--- src/rtl/rgb_pwm_pkg.sv ---
package rgb_pwm_pkg;

   typedef enum logic [1:0] {
      ALIGN_START  = 2'd0,
      ALIGN_CENTRE = 2'd1,
      ALIGN_END    = 2'd2
   } align_e;

   // number of right shifts applied to the slow step divider
   function automatic logic [1:0] fsel_shift(input logic [1:0] sel);
      if (sel[1])      return 2'd2;
      else if (sel[0]) return 2'd1;
      else             return 2'd0;
   endfunction

endpackage

--- src/rtl/pwm_step_timer.sv ---
module pwm_step_timer #(
   parameter int STEP_DIV = 80,
   parameter int STEP_W   = 6,
   parameter int STEPS    = 63
) (
   input  logic              clk,
   input  logic              rst_n,
   input  logic              dev_en,
   input  logic [1:0]        fsel,
   output logic              tick,
   output logic [STEP_W-1:0] step
);
   localparam int DIV_W = $clog2(STEP_DIV + 1);

   logic [DIV_W-1:0] div_cnt;
   logic [DIV_W-1:0] lim_m1;

   always_comb begin
      lim_m1 = DIV_W'((STEP_DIV >> rgb_pwm_pkg::fsel_shift(fsel)) - 1);
      tick   = dev_en && (div_cnt >= lim_m1);
   end

   always_ff @(posedge clk or negedge rst_n) begin
      if (!rst_n) begin
         div_cnt <= '0;
         step    <= '0;
      end else if (!dev_en) begin
         div_cnt <= '0;
         step    <= '0;
      end else if (tick) begin
         div_cnt <= '0;
         step    <= (step == STEP_W'(STEPS - 1)) ? '0 : step + 1'b1;
      end else begin
         div_cnt <= div_cnt + 1'b1;
      end
   end
endmodule

--- src/rtl/pwm_chan.sv ---
module pwm_chan
   import rgb_pwm_pkg::*;
#(
   parameter align_e ALIGN  = ALIGN_START,
   parameter int     DUTY_W = 6,
   parameter int     STEPS  = 63
) (
   input  logic              clk,
   input  logic              rst_n,
   input  logic              load,
   input  logic [DUTY_W-1:0] duty_in,
   input  logic [DUTY_W-1:0] phase,
   output logic              on
);
   localparam int W1 = DUTY_W + 1;

   logic [DUTY_W-1:0] duty_q;
   logic [W1-1:0]     ph_x;
   logic [W1-1:0]     dq_x;

   always_ff @(posedge clk or negedge rst_n) begin
      if (!rst_n)    duty_q <= '0;
      else if (load) duty_q <= duty_in;
   end

   assign ph_x = {1'b0, phase};
   assign dq_x = {1'b0, duty_q};

   generate
      if (ALIGN == ALIGN_START) begin : g_start
         assign on = ph_x < dq_x;
      end else if (ALIGN == ALIGN_CENTRE) begin : g_centre
         logic [W1-1:0] first;
         logic [W1-1:0] last;
         assign first = (W1'(STEPS) - dq_x) >> 1;
         assign last  = first + dq_x;
         assign on    = (ph_x >= first) && (ph_x < last);
      end else begin : g_end
         assign on = ph_x >= (W1'(STEPS) - dq_x);
      end
   endgenerate
endmodule

--- src/rtl/pwm_set.sv ---
module pwm_set
   import rgb_pwm_pkg::*;
#(
   parameter int IDX        = 0,
   parameter int DUTY_W     = 6,
   parameter int STEPS      = 63,
   parameter int SET_OFFSET = 16
) (
   input  logic                clk,
   input  logic                rst_n,
   input  logic                dev_en,
   input  logic                set_en,
   input  logic                force_off,
   input  logic                tick,
   input  logic [DUTY_W-1:0]   step,
   input  logic [3*DUTY_W-1:0] duty_in,
   output logic [2:0]          gate
);
   localparam int OFF = (IDX * SET_OFFSET) % STEPS;

   logic [DUTY_W-1:0] phase;
   logic              load;
   logic              active;
   logic [2:0]        raw_on;

   generate
      if (OFF == 0) begin : g_nooff
         assign phase = step;
      end else begin : g_off
         assign phase = (step >= DUTY_W'(OFF)) ? step - DUTY_W'(OFF)
                                               : step + DUTY_W'(STEPS - OFF);
      end
   endgenerate

   assign load   = !dev_en || !set_en || (tick && (phase == DUTY_W'(STEPS - 1)));
   assign active = dev_en && set_en && !force_off;

   generate
      for (genvar c = 0; c < 3; c++) begin : g_col
         pwm_chan #(
            .ALIGN  (align_e'(c)),
            .DUTY_W (DUTY_W),
            .STEPS  (STEPS)
         ) u_chan (
            .clk     (clk),
            .rst_n   (rst_n),
            .load    (load),
            .duty_in (duty_in[c*DUTY_W +: DUTY_W]),
            .phase   (phase),
            .on      (raw_on[c])
         );
      end
   endgenerate

   assign gate = active ? raw_on : 3'b000;
endmodule

--- src/rtl/rgb_pwm_stagger.sv ---
module rgb_pwm_stagger #(
   parameter int NUM_SETS   = 4,
   parameter int DUTY_W     = 6,
   parameter int LVL_W      = 2,
   parameter int SET_OFFSET = 16,
   parameter int STEP_DIV   = 80
) (
   input  logic                           clk,
   input  logic                           rst_n,
   input  logic                           dev_en,
   input  logic [NUM_SETS-1:0]            set_en,
   input  logic [1:0]                     fsel,
   input  logic                           force_off,
   input  logic [NUM_SETS*3*DUTY_W-1:0]   duty_in,
   input  logic [NUM_SETS*3*LVL_W-1:0]    lvl_in,
   output logic [NUM_SETS*3-1:0]          gate_out,
   output logic [NUM_SETS*3*LVL_W-1:0]    lvl_out
);
   localparam int STEPS = (1 << DUTY_W) - 1;

   generate
      if (DUTY_W < 2)
         $error("DUTY_W must be at least 2");
      if ((STEP_DIV % 4) != 0 || STEP_DIV < 8)
         $error("STEP_DIV must be a multiple of 4 and at least 8");
      if (SET_OFFSET < 1 || SET_OFFSET >= STEPS)
         $error("SET_OFFSET must lie inside one period");
   endgenerate

   logic              step_tick;
   logic [DUTY_W-1:0] step_idx;

   pwm_step_timer #(
      .STEP_DIV (STEP_DIV),
      .STEP_W   (DUTY_W),
      .STEPS    (STEPS)
   ) u_timer (
      .clk    (clk),
      .rst_n  (rst_n),
      .dev_en (dev_en),
      .fsel   (fsel),
      .tick   (step_tick),
      .step   (step_idx)
   );

   generate
      for (genvar k = 0; k < NUM_SETS; k++) begin : g_set
         pwm_set #(
            .IDX        (k),
            .DUTY_W     (DUTY_W),
            .STEPS      (STEPS),
            .SET_OFFSET (SET_OFFSET)
         ) u_set (
            .clk       (clk),
            .rst_n     (rst_n),
            .dev_en    (dev_en),
            .set_en    (set_en[k]),
            .force_off (force_off),
            .tick      (step_tick),
            .step      (step_idx),
            .duty_in   (duty_in[k*3*DUTY_W +: 3*DUTY_W]),
            .gate      (gate_out[k*3 +: 3])
         );
      end
   endgenerate

   assign lvl_out = lvl_in;
endmodule

--- config.mk ---
export PLATFORM = sky130hd
export DESIGN_NAME = rgb_pwm_stagger
export DESIGN_NICKNAME = d
export VERILOG_FILES = /design/src/rtl/rgb_pwm_pkg.sv /design/src/rtl/pwm_step_timer.sv /design/src/rtl/pwm_chan.sv /design/src/rtl/pwm_set.sv /design/src/rtl/rgb_pwm_stagger.sv
export SDC_FILE = /design/constraint.sdc
export NUM_CORES = 1
export LEC_CHECK = 0
export BUFFER_PORTS_ARGS = -buffer_cell sky130_fd_sc_hd__buf_4
export CORE_UTILIZATION = 50
export DETAILED_ROUTE_END_ITERATION = 8
export PLACE_DENSITY = 0.85
export SLEW_MARGIN = 15
export SYNTH_ARGS = -nofsm -noshare
export SYNTH_HDL_FRONTEND = slang
export SYNTH_HIERARCHICAL = 1
export SYNTH_SLANG_ARGS = --single-unit
--- constraint.sdc ---
create_clock -name clk -period 3.37 [get_ports clk]
set_input_delay 0 -clock clk [delete_from_list [all_inputs] [get_ports clk]]
set_output_delay 0 -clock clk [all_outputs]
set_load 0.03 [all_outputs]
==> results of run 1 <==
[cells by family (layout without fill, tap and decap cells)]
logic type | count (synthesis) | after routing
AO/OA/AOI/OAI | 165 | 165
XOR/XNOR | 35 | 35
adder cells (fa/ha/maj) | 128 | 128
buffers and inverters | 114 | 279
flip-flops | 85 | 85
multiplexers | 31 | 31
other | 1 | 2
AND/OR/NAND/NOR | 190 | 190
[metal layers]
layer | global-route usage | vias up | wire [µm]
met5 | 0 | - | 0
met4 | 0.0816 | 0 | 251
met3 | 0.0344 | 18 | 521
met2 | 0.399 | 113 | 7820
met1 | 0.299 | 2739 | 7290
li1 | - | 2908 | -
[worst max-delay path by stage]
stage / startpoint / end / slack [ps] / cells past startpoint
final: u_timer/step[5]$_DFFE_PN0P_ / gate_out[4] / 200 / 11
after detailed placement: u_timer/step[0]$_DFFE_PN0P_ / g_set[3].u_set/g_col[1].u_chan/duty_q[0]$_DFFE_PN0P_ / 540 / 8
after global placement: u_timer/step[0]$_DFFE_PN0P_ / g_set[3].u_set/g_col[1].u_chan/duty_q[0]$_DFFE_PN0P_ / 590 / 8
after global routing: u_timer/step[5]$_DFFE_PN0P_ / gate_out[4] / 30 / 11
after floorplan: u_timer/step[0]$_DFFE_PN0P_ / g_set[3].u_set/g_col[2].u_chan/duty_q[1]$_DFFE_PN0P_ / 670 / 8
after CTS: g_set[1].u_set/g_col[1].u_chan/duty_q[1]$_DFFE_PN0P_ / gate_out[4] / 190 / 12
[sequential cells by signal, indices dropped and copies added (netlist names)]
register                         flops
u_timer/step                         6
g_set.u_set/g_col.u_chan/duty_q     72
u_timer/div_cnt                      7
[what timing repair did]
item | CTS | global route
hold endpoints to repair | 130 | 0
endpoints found under the setup margin | 0 | 1
gates resized for setup | 0 | 2
hold buffers | 73 | 0
[layout make-up]
type / count / area [µm²] / share of cell area
sequential: 85 / 2130 / 0.235
clock inverter: 5 / 35.0 / 0.00387
timing repair buffer: 189 / 1600 / 0.177
tap: 180 / 225 / 0.0249
multi-input combinational: 550 / 4550 / 0.502
inverter: 75 / 282 / 0.0311
antenna: 1 / 2.50 / 0.000276
clock buffer: 10 / 239 / 0.0264
[per-stage QoR]
step                cell area (µm²)  utilization  hold WS, ps  std cells
floorplan                      7230            -         -296        749
global placement               8050        0.575        0.205       1006
detailed placement             8050        0.575        0.205       1006
CTS                            9050        0.647        0.205       1094
global route                   9060        0.647       0.0434       1094
finish                         9060        0.648       0.0116       1095
[cells in the final DEF (no fill, tap or decap), types with 3 or more instances in the layout]
master / synthesis / layout
xor2_1: 15 / 15
inv_1: 75 / 74
o21ai_0: 62 / 62
fa_1: 4 / 4
nor2_1: 22 / 22
nand2_1: 79 / 79
mux2_2: 8 / 8
nand2b_1: 14 / 14
mux2_4: 20 / 20
nor3b_2: 4 / 4
nor2b_1: 11 / 11
a211o_1: 4 / 4
a221oi_2: 4 / 4
xnor2_1: 20 / 20
o31a_2: 4 / 4
buf_4: 24 / 116
nor4_4: 3 / 3
or2_2: 3 / 3
nor2b_4: 4 / 4
and2_1: 16 / 16
nand4_1: 5 / 5
clkbuf_16: 0 / 9
nor3_1: 3 / 3
a21o_1: 14 / 14
o211ai_1: 4 / 4
ha_1: 124 / 123
a21oi_1: 36 / 36
o221a_2: 4 / 4
mux2i_1: 3 / 3
o21a_1: 5 / 5
and3_1: 3 / 3
a31oi_1: 12 / 12
dlygate4sd3_1: 0 / 73
dfrtp_1: 85 / 85
nand3_1: 10 / 10
[power by group through the flow]
stage                     clock (µW)  sequential [µW]  combinational, µW
after floorplan                    0             1160                781
after global placement             0             1170                968
after detailed placement           0             1180               1010
after CTS                        965             1160               1100
after global routing            1010             1170               1250
final                            943             1160               1090
[critical path, cell delays in order (launching register included)]
cell      delay (ps)
dfrtp_1          550
inv_1            130
ha_1             280
nand2_1          140
nor3_1            70
xnor2_1          450
ha_1             340
a211o_1          290
a31oi_1          180
a221oi_2          60
and2_1           170
buf_4            170
==> key figures, run 1 <==
Worst hold path
  – Worst min-delay path endpoint: lvl_out[8]
  – Beginning of the worst hold path: lvl_in[8]
  – Hold Path Depth: 0
  – Path class of the lowest-slack min-delay path: input pin to output pin

Global routing
  – Number of antenna violations at the first check in global routing: 0
  – Wire length of the first global-routing pass: 27300 µm
  – Largest net degree at the start of global routing: 60
  – Via count of the first global-routing pass: 5949
  – Total global-route track usage: 0.233
  – GRT overflow: 0

Die
  – Standard-cell rows: 43
  – Ports placed on the boundary: 142
  – Horizontal die dimension: 122 µm
  – Starting utilization of the core area: 0.517
  – Core outline area: 14000 µm²
  – Die Ht: 122 µm
  – Total die area: 14900 µm²

Setup path
  – Slack of the worst reg-to-reg path: 520 ps
  – Data arrival at the endpoint of the critical path: 3170 ps
  – Required time reported for the critical path endpoint: 3370 ps
  – Startpoint Class: flop
  – Startpoint of the worst-slack reg-to-reg timing path: u_timer/step[0]$_DFFE_PN0P_
  – Setup crit end kind: output pin
  – Cell depth of the worst flop-to-flop path: 8
  – Critical path start-end classification: flop to output pin
  – Top fanout value on the critical path: 10
  – Critical register-to-register path endpoint: g_set[3].u_set/g_col[1].u_chan/duty_q[0]$_DFFE_PN0P_

Timing
  – Post-route clock skew: 11.6 ps
  – Number of endpoints failing setup at the final stage: 0
  – Peak Freq: 0.315 GHz
  – Unrepaired setup endpoints after global routing: no
  – Slew at the pin with the worst max-slew slack: 772 ps
  – Total Negative Setup Slacks: 0 ps
  – Final worst-path setup slack: 199 ps
  – Number of max-slew violations in the final report: 0
  – Relative max-transition margin: 0.486
  – Final hold violations: 0
  – Final critical-path share of the clock period: 0.941
  – Final min period: 3170 ps

Synthesis
  – Fraction of synthesized cell area taken by the top area cell type: 0.294
  – Post-synthesis register bit count: 85
  – Number of nets produced by synthesis: 983
  – Mean instance size in the synthesized netlist: 9.65 µm²
  – Leading cell type by number of instances after synthesis: ha_1
  – Commonest cells in the synthesized netlist: ha_1, dfrtp_1, nand2_1, inv_1, o21ai_0
  – Share of the yosys chip area belonging to registers: 0.294
  – Number of enable flip-flop cells after synthesis: 0
  – Post-synthesis adder-cell area fraction: 0.226
  – Main combinational cell family by area after synthesis: adder cells
  – Leading post-synthesis cells by cell area: dfrtp_1, ha_1, o21ai_0
  – Library cell with the largest summed area after synthesis: dfrtp_1
  – Gate Count Post-Synth: 749
  – Share of synthesized flip-flops with an asynchronous set or reset: 1.00
  – Simple logic cell fraction of the synthesized area: 0.147
  – Count of different cell masters after synthesis: 61
  – Compound-gate portion of the synthesized area: 0.153
  – Warning count from the yosys run: 6
  – Most used flip-flop cell after synthesis: dfrtp_1
  – Parity-gate share of the synthesized area counting xor and xnor cells: 0.0424
  – Mux cell area share after synthesis: 0.0582
  – Cell Area, Synth: 7230 µm²

Detailed routing
  – Count of nets left with antenna violations after detail routing: 0
  – Initial DRC Count: 205
  – Mean routed wirelength per cell: 14.5 µm
  – Aggregate routed wire length: 15900 µm
  – Via count: 5778
  – Via/cell ratio: 5.28
  – Length of the first detailed-routing pass in iterations: 7
  – Remaining DRCs: 0

Power
  – Total power of the final layout: 3190 µW
  – Power per standard cell area: 352 nW/µm²
  – P_leak: 0.00455 µW
  – Clock group share of total power: 0.295
  – Worst IR drop on VDD: 0.257 mV
  – Combinational fraction of design power: 0.341
  – Switching Share: 0.318
  – Total internal power: 2180 µW
  – Net switching power: 1020 µW
  – Sequential group share of total power: 0.363

Placement
  – Pre-CTS setup slack: 541 ps
  – IO buf count: 93
  – HPWL after detailed placement: 11600 µm
  – RePlAce Congestion: 0.826

Clock tree
  – Depth of the CTS H-tree: 3
  – Clock tree from TritonCTS: built
  – Register clock-pin slew on the reported worst setup and hold paths: 60 ps
  – Total CTS buffers: 9
  – Root Buffer: clkbuf_16
  – Number of buffers inserted to repair setup after CTS: 0
  – Max Buffers Root-to-Sink: 2
  – Clock latency on the worst-skew pair: 350 ps
  – Sink count of the clock tree: 85

Layout
  – Fraction of layout cells with a size suffix above 1: 0.220
  – P&R area growth vs syn: 25.3%
  – Fill cell instance count of the final layout: 1141
  – Final layout net count: 1144

Job
  – Max-Cap Viols: 0

Status
  – Status: finished clean
Note: power is estimated with default switching activity, not from simulation.
==> run 2, diff against run 1 <==
--- a/config.mk
+++ b/config.mk
@@ -6,9 +6,11 @@
 export NUM_CORES = 1
 export LEC_CHECK = 0
 export BUFFER_PORTS_ARGS = -buffer_cell sky130_fd_sc_hd__buf_4
+export CORE_ASPECT_RATIO = 1.5
 export CORE_UTILIZATION = 50
 export DETAILED_ROUTE_END_ITERATION = 8
-export PLACE_DENSITY = 0.85
+export GPL_ROUTABILITY_DRIVEN = 0
+export PLACE_DENSITY = 0.73
 export SLEW_MARGIN = 15
 export SYNTH_ARGS = -nofsm -noshare
 export SYNTH_HDL_FRONTEND = slang
==> key figures, run 2 (synthesis results as in run 1) <==
Detailed routing
  – Remaining DRCs: 0
  – Aggregate routed wire length: 16600 µm
  – Via count: 5831
  – Initial DRC Count: 190
  – Length of the first detailed-routing pass in iterations: 4
  – Count of nets left with antenna violations after detail routing: 0
  – Mean routed wirelength per cell: 14.9 µm
  – Via/cell ratio: 5.25

Power
  – Worst IR drop on VDD: 0.242 mV
  – Total power of the final layout: 3270 µW
  – P_leak: 0.00457 µW
  – Power per standard cell area: 358 nW/µm²

Die
  – Ports placed on the boundary: 142
  – Horizontal die dimension: 100 µm
  – Core outline area: 14100 µm²
  – Standard-cell rows: 53
  – Total die area: 15000 µm²
  – Die Ht: 149 µm
  – Starting utilization of the core area: 0.514

Setup path
  – Largest delay contributor family on the critical path: adder cells
  – Cell depth of the worst flop-to-flop path: 10
  – CP max stage delay: 450 ps
  – Top fanout value on the critical path: 4
  – Startpoint of the worst-slack reg-to-reg timing path: u_timer/div_cnt[0]$_DFF_PN0_
  – Path length in cells of the critical path: 14
  – Setup crit end kind: output pin
  – Chain of cells forming the critical path: inv_1, ha_1, inv_1, fa_1, nor2b_4, o21ai_0, nand2_1, xnor2_1, ha_1, a21oi_1, o21ai_0, a221oi_2, and2_1, buf_4
  – Slack of the worst reg-to-reg path: 450 ps
  – Startpoint Class: flop
  – Data arrival at the endpoint of the critical path: 3120 ps
  – Crit path from: g_set[0].u_set/g_col[1].u_chan/duty_q[1]$_DFFE_PN0P_
  – Critical path start-end classification: flop to output pin
  – Slowest stage cell, crit path: fa_1
  – CP bufs+invs: 3
  – Required time reported for the critical path endpoint: 3370 ps

Layout
  – Most common cell after layout, fill and taps aside: ha_1
  – Diode insertion count for antenna repair: 0
  – Largest register FFs: 72
  – P&R area growth vs syn: 26.3%
  – Top flop regs: g_set.u_set/g_col.u_chan/duty_q: 72 flops, u_timer/div_cnt: 7 flops, u_timer/step: 6 flops
  – Final layout net count: 1148
  – Commonest cells after routing, fill and taps aside: ha_1, buf_4, dfrtp_1, nand2_1, inv_1
  – Top reg by flops: g_set.u_set/g_col.u_chan/duty_q
  – Fraction of layout cells with a size suffix above 1: 0.222
  – Fin cells: 1111

Timing
  – Unrepaired setup endpoints after global routing: no
  – Final critical-path share of the clock period: 0.926
  – Total Negative Setup Slacks: 0 ps
  – Number of endpoints failing setup at the final stage: 0
  – Number of max-slew violations in the final report: 0
  – Final hold violations: 0
  – Final min period: 3120 ps
  – Relative max-transition margin: 0.418
  – Peak Freq: 0.321 GHz
  – Slew at the pin with the worst max-slew slack: 873 ps
  – Final worst-path setup slack: 251 ps
  – Post-route clock skew: 7.86 ps

Placement
  – IO buf count: 93
  – HPWL after detailed placement: 11900 µm
  – Number of cells in the design after placement: 1022
  – Pre-CTS setup slack: 462 ps

Worst hold path
  – Hold Path Depth: 0
  – Path class of the lowest-slack min-delay path: input pin to output pin
  – Beginning of the worst hold path: lvl_in[7]

Clock tree
  – Clock latency on the worst-skew pair: 340 ps
  – Sink count of the clock tree: 85
  – Clock tree from TritonCTS: built
  – Register clock-pin slew on the reported worst setup and hold paths: 70 ps
  – Depth of the CTS H-tree: 3
  – Max Buffers Root-to-Sink: 2
  – Root Buffer: clkbuf_16
  – Number of buffers inserted to repair setup after CTS: 0
  – Total CTS buffers: 9

Global routing
  – Largest net degree at the start of global routing: 64
  – Via count of the first global-routing pass: 5971
  – Wire length of the first global-routing pass: 27800 µm
  – Total global-route track usage: 0.236
  – Number of antenna violations at the first check in global routing: 0
  – GRT overflow: 0

Status
  – Status: finished clean

Job
  – Max-Cap Viols: 0
## run 2: cell count changes in the layout (fill, tap and decap cells not counted), moves of 2 or more
cell        before  now
clkinv_2         2    0
inv_6            2    0
buf_4          116  120
clkinvlp_4       1    5
## run 2: final timing paths
check / endpoint
max: gate_out[1]
min: lvl_out[7]
max reg2reg: g_set[2].u_set/g_col[0].u_chan/duty_q[4]$_DFFE_PN0P_
min reg2reg: g_set[0].u_set/g_col[0].u_chan/duty_q[0]$_DFFE_PN0P_
max in group asynchronous: g_set[1].u_set/g_col[0].u_chan/duty_q[2]$_DFFE_PN0P_
min in group asynchronous: g_set[2].u_set/g_col[0].u_chan/duty_q[1]$_DFFE_PN0P_
## run 2: timing repair
item                                    CTS  global route
hold endpoints to repair                134             0
endpoints found under the setup margin    0             0
gates resized for setup                   0             0
hold buffers                             73             0
## run 2: stage by stage
stage          area (µm²)  utilization  hold slack (ps)
2_1_floorplan        7230            -             -296
3_3_place_gp         8100        0.576            0.205
3_5_place_dp         8100        0.576            0.205
4_1_cts              9130        0.649            0.205
5_1_grt              9130        0.649           0.0450
6_report             9130        0.649           0.0116
## run 2: final cells by class
| class | count | area [µm²] |
|---|---|---|
| multi-input cells | 550 | 4550 |
| clock buffers | 9 | 225 |
| flip-flops and latches | 85 | 2130 |
| clock inverters | 7 | 76.3 |
| repair buffers | 193 | 1630 |
| fillers | 1181 | 4930 |
| well taps | 192 | 240 |
| inverters | 75 | 282 |
## run 2: where the power goes
group | leakage (µW) | internal (µW) | switching (µW)
combinational | 0.00341 | 561 | 534
clock | 0.000130 | 576 | 444
sequential | 0.00103 | 1100 | 57.8
## run 2: routing by layer
metal | GRT usage | part of all wire | up-vias
li1 | - | - | 2918
met1 | 0.270 | 0.41 | 2776
met2 | 0.433 | 0.53 | 102
met3 | 0.0328 | 0.023 | 35
met4 | 0.0978 | 0.030 | 0
met5 | 0 | 0 | -
==> run 3, diff against run 2 <==
--- a/config.mk
+++ b/config.mk
@@ -6,13 +6,16 @@
 export NUM_CORES = 1
 export LEC_CHECK = 0
 export BUFFER_PORTS_ARGS = -buffer_cell sky130_fd_sc_hd__buf_4
+export CELL_PAD_IN_SITES_DETAIL_PLACEMENT = 2
+export CELL_PAD_IN_SITES_GLOBAL_PLACEMENT = 2
 export CORE_ASPECT_RATIO = 1.5
-export CORE_UTILIZATION = 50
+export CORE_UTILIZATION = 35
 export DETAILED_ROUTE_END_ITERATION = 8
 export GPL_ROUTABILITY_DRIVEN = 0
-export PLACE_DENSITY = 0.73
+export PLACE_DENSITY_LB_ADDON = 0.1
 export SLEW_MARGIN = 15
 export SYNTH_ARGS = -nofsm -noshare
 export SYNTH_HDL_FRONTEND = slang
 export SYNTH_HIERARCHICAL = 1
 export SYNTH_SLANG_ARGS = --single-unit
+export TNS_END_PERCENT = 50
==> key figures, run 3 (synthesis results as in run 1) <==
Setup path
  – Required time reported for the critical path endpoint: 3370 ps
  – Largest delay contributor family on the critical path: adder cells
  – Critical path start-end classification: flop to output pin
  – Crit path from: u_timer/step[5]$_DFFE_PN0P_
  – CP max stage delay: 510 ps
  – Chain of cells forming the critical path: inv_1, ha_1, nand2_1, nor3_1, xnor2_2, ha_1, a211o_1, a31oi_1, a221oi_2, and2_1, buf_4
  – Top fanout value on the critical path: 9
  – Startpoint of the worst-slack reg-to-reg timing path: u_timer/div_cnt[0]$_DFF_PN0_
  – Data arrival at the endpoint of the critical path: 3210 ps
  – Critical path's most frequent cell: ha_1
  – Startpoint Class: flop
  – CP bufs+invs: 2
  – Setup crit end kind: output pin
  – Slowest stage cell, crit path: dfrtp_1

Detailed routing
  – Via/cell ratio: 5.13
  – Mean routed wirelength per cell: 18.0 µm
  – Via count: 6061
  – Count of nets left with antenna violations after detail routing: 0
  – Remaining DRCs: 0
  – Aggregate routed wire length: 21200 µm
  – Length of the first detailed-routing pass in iterations: 4
  – Initial DRC Count: 167

Die
  – Horizontal die dimension: 119 µm
  – Die Ht: 178 µm
  – Starting utilization of the core area: 0.355
  – Total die area: 21200 µm²
  – Core outline area: 20300 µm²
  – Ports placed on the boundary: 142
  – Standard-cell rows: 64

Layout
  – Top reg by flops: g_set.u_set/g_col.u_chan/duty_q
  – Most common cell after layout, fill and taps aside: ha_1
  – Post-route core utilization: 0.453
  – Diode insertion count for antenna repair: 0
  – Largest register FFs: 72
  – Commonest cells after routing, fill and taps aside: ha_1, buf_4, dfrtp_1, nand2_1, inv_1
  – Fraction of layout cells with a size suffix above 1: 0.224
  – P&R area growth vs syn: 27.4%
  – Post-route cell area: 9210 µm²
  – Top flop regs: g_set.u_set/g_col.u_chan/duty_q: 72 flops, u_timer/div_cnt: 7 flops, u_timer/step: 6 flops
  – Final layout net count: 1146

Timing
  – Total Negative Setup Slacks: 0 ps
  – Number of endpoints failing setup at the final stage: 0
  – Hold Slack: 0.0132 ps
  – Number of max-slew violations in the final report: 0
  – Peak Freq: 0.311 GHz
  – Slew at the pin with the worst max-slew slack: 1070 ps
  – Final min period: 3210 ps
  – Final critical-path share of the clock period: 0.953
  – Relative max-transition margin: 0.287
  – Post-route clock skew: 5.38 ps
  – Final hold violations: 0
  – Unrepaired setup endpoints after global routing: yes

Clock tree
  – Sink count of the clock tree: 85
  – Clock tree from TritonCTS: built
  – Number of buffers inserted to repair setup after CTS: 0
  – Depth of the CTS H-tree: 3
  – Root Buffer: clkbuf_16
  – Total CTS buffers: 9
  – Clock latency on the worst-skew pair: 350 ps
  – Max Buffers Root-to-Sink: 2
  – Register clock-pin slew on the reported worst setup and hold paths: 60 ps

Power
  – Combinational fraction of design power: 0.344
  – Total internal power: 2260 µW
  – Clock group share of total power: 0.309
  – Sequential group share of total power: 0.346
  – P_leak: 0.00458 µW
  – Net switching power: 1090 µW
  – Total power of the final layout: 3360 µW
  – Switching Share: 0.326
  – Power per standard cell area: 365 nW/µm²
  – Worst IR drop on VDD: 0.198 mV

Job
  – Max-Cap Viols: 0

Global routing
  – Number of antenna violations at the first check in global routing: 0
  – Wire length of the first global-routing pass: 34600 µm
  – Total global-route track usage: 0.209
  – GRT overflow: 0
  – Via count of the first global-routing pass: 6922
  – Largest net degree at the start of global routing: 75

Placement
  – Standard cell area after detailed placement: 8170 µm²
  – IO buf count: 93
  – HPWL after detailed placement: 15900 µm

Status
  – Status: finished clean

Worst hold path
  – Beginning of the worst hold path: lvl_in[23]
  – Path class of the lowest-slack min-delay path: input pin to output pin
[run 3: area by class of cell]
type	instances	area (µm²)
Fill cell	2193	11100
Multi-Input combinational cell	550	4560
Sequential cell	85	2130
Timing Repair Buffer	191	1620
Tap cell	264	330
Inverter	75	282
Clock buffer	11	243
Clock inverter	5	50.0
[run 3: path summary, 6_finish.rpt]
| kind | depth (start not counted) | slack (ps) | endpoint |
|---|---|---|---|
| worst max-delay path | 11 | 160 | gate_out[4] |
| worst min-delay path | 0 | 0.01 | lvl_out[23] |
| worst max register to register | 9 | 290 | g_set[2].u_set/g_col[0].u_chan/duty_q[1]$_DFFE_PN0P_ |
| worst min register to register | 1 | 510 | u_timer/div_cnt[0]$_DFF_PN0_ |
| max in group asynchronous | 3 | 2180 | u_timer/div_cnt[5]$_DFF_PN0_ |
| min in group asynchronous | 2 | 360 | g_set[0].u_set/g_col[0].u_chan/duty_q[0]$_DFFE_PN0P_ |
[run 3: per-stage QoR]
step / setup slack [ps] / instances
floorplan: 665 / 749
global placement: 405 / 1092
detailed placement: 234 / 1092
CTS: 37.1 / 1181
global route: -28.9 / 1181
finish: 157 / 1181
[run 3: metal layers]
metal / GRT usage / vias to the layer above / wire length (µm)
met3: 0.0272 / 20 / 416
li1: - / 2908 / -
met5: 0 / - / 0
met2: 0.424 / 84 / 12200
met4: 0.0609 / 0 / 293
met1: 0.220 / 3049 / 8330
[run 3: what timing repair did]
action	in CTS	in global routing
setup endpoints to repair	1	4
gates resized for setup	1	4
hold endpoints to repair	145	0
gates cloned	0	0
hold buffers	73	0
[run 3: power by group through the flow]
stage | combinational (µW) | clock (µW) | sequential [µW]
6_report | 1160 | 1040 | 1160
5_1_grt | 1300 | 1110 | 1170
4_1_cts | 1180 | 1080 | 1170
3_5_place_dp | 1100 | 0 | 1180
3_3_place_gp | 1000 | 0 | 1180
2_1_floorplan | 781 | 0 | 1160
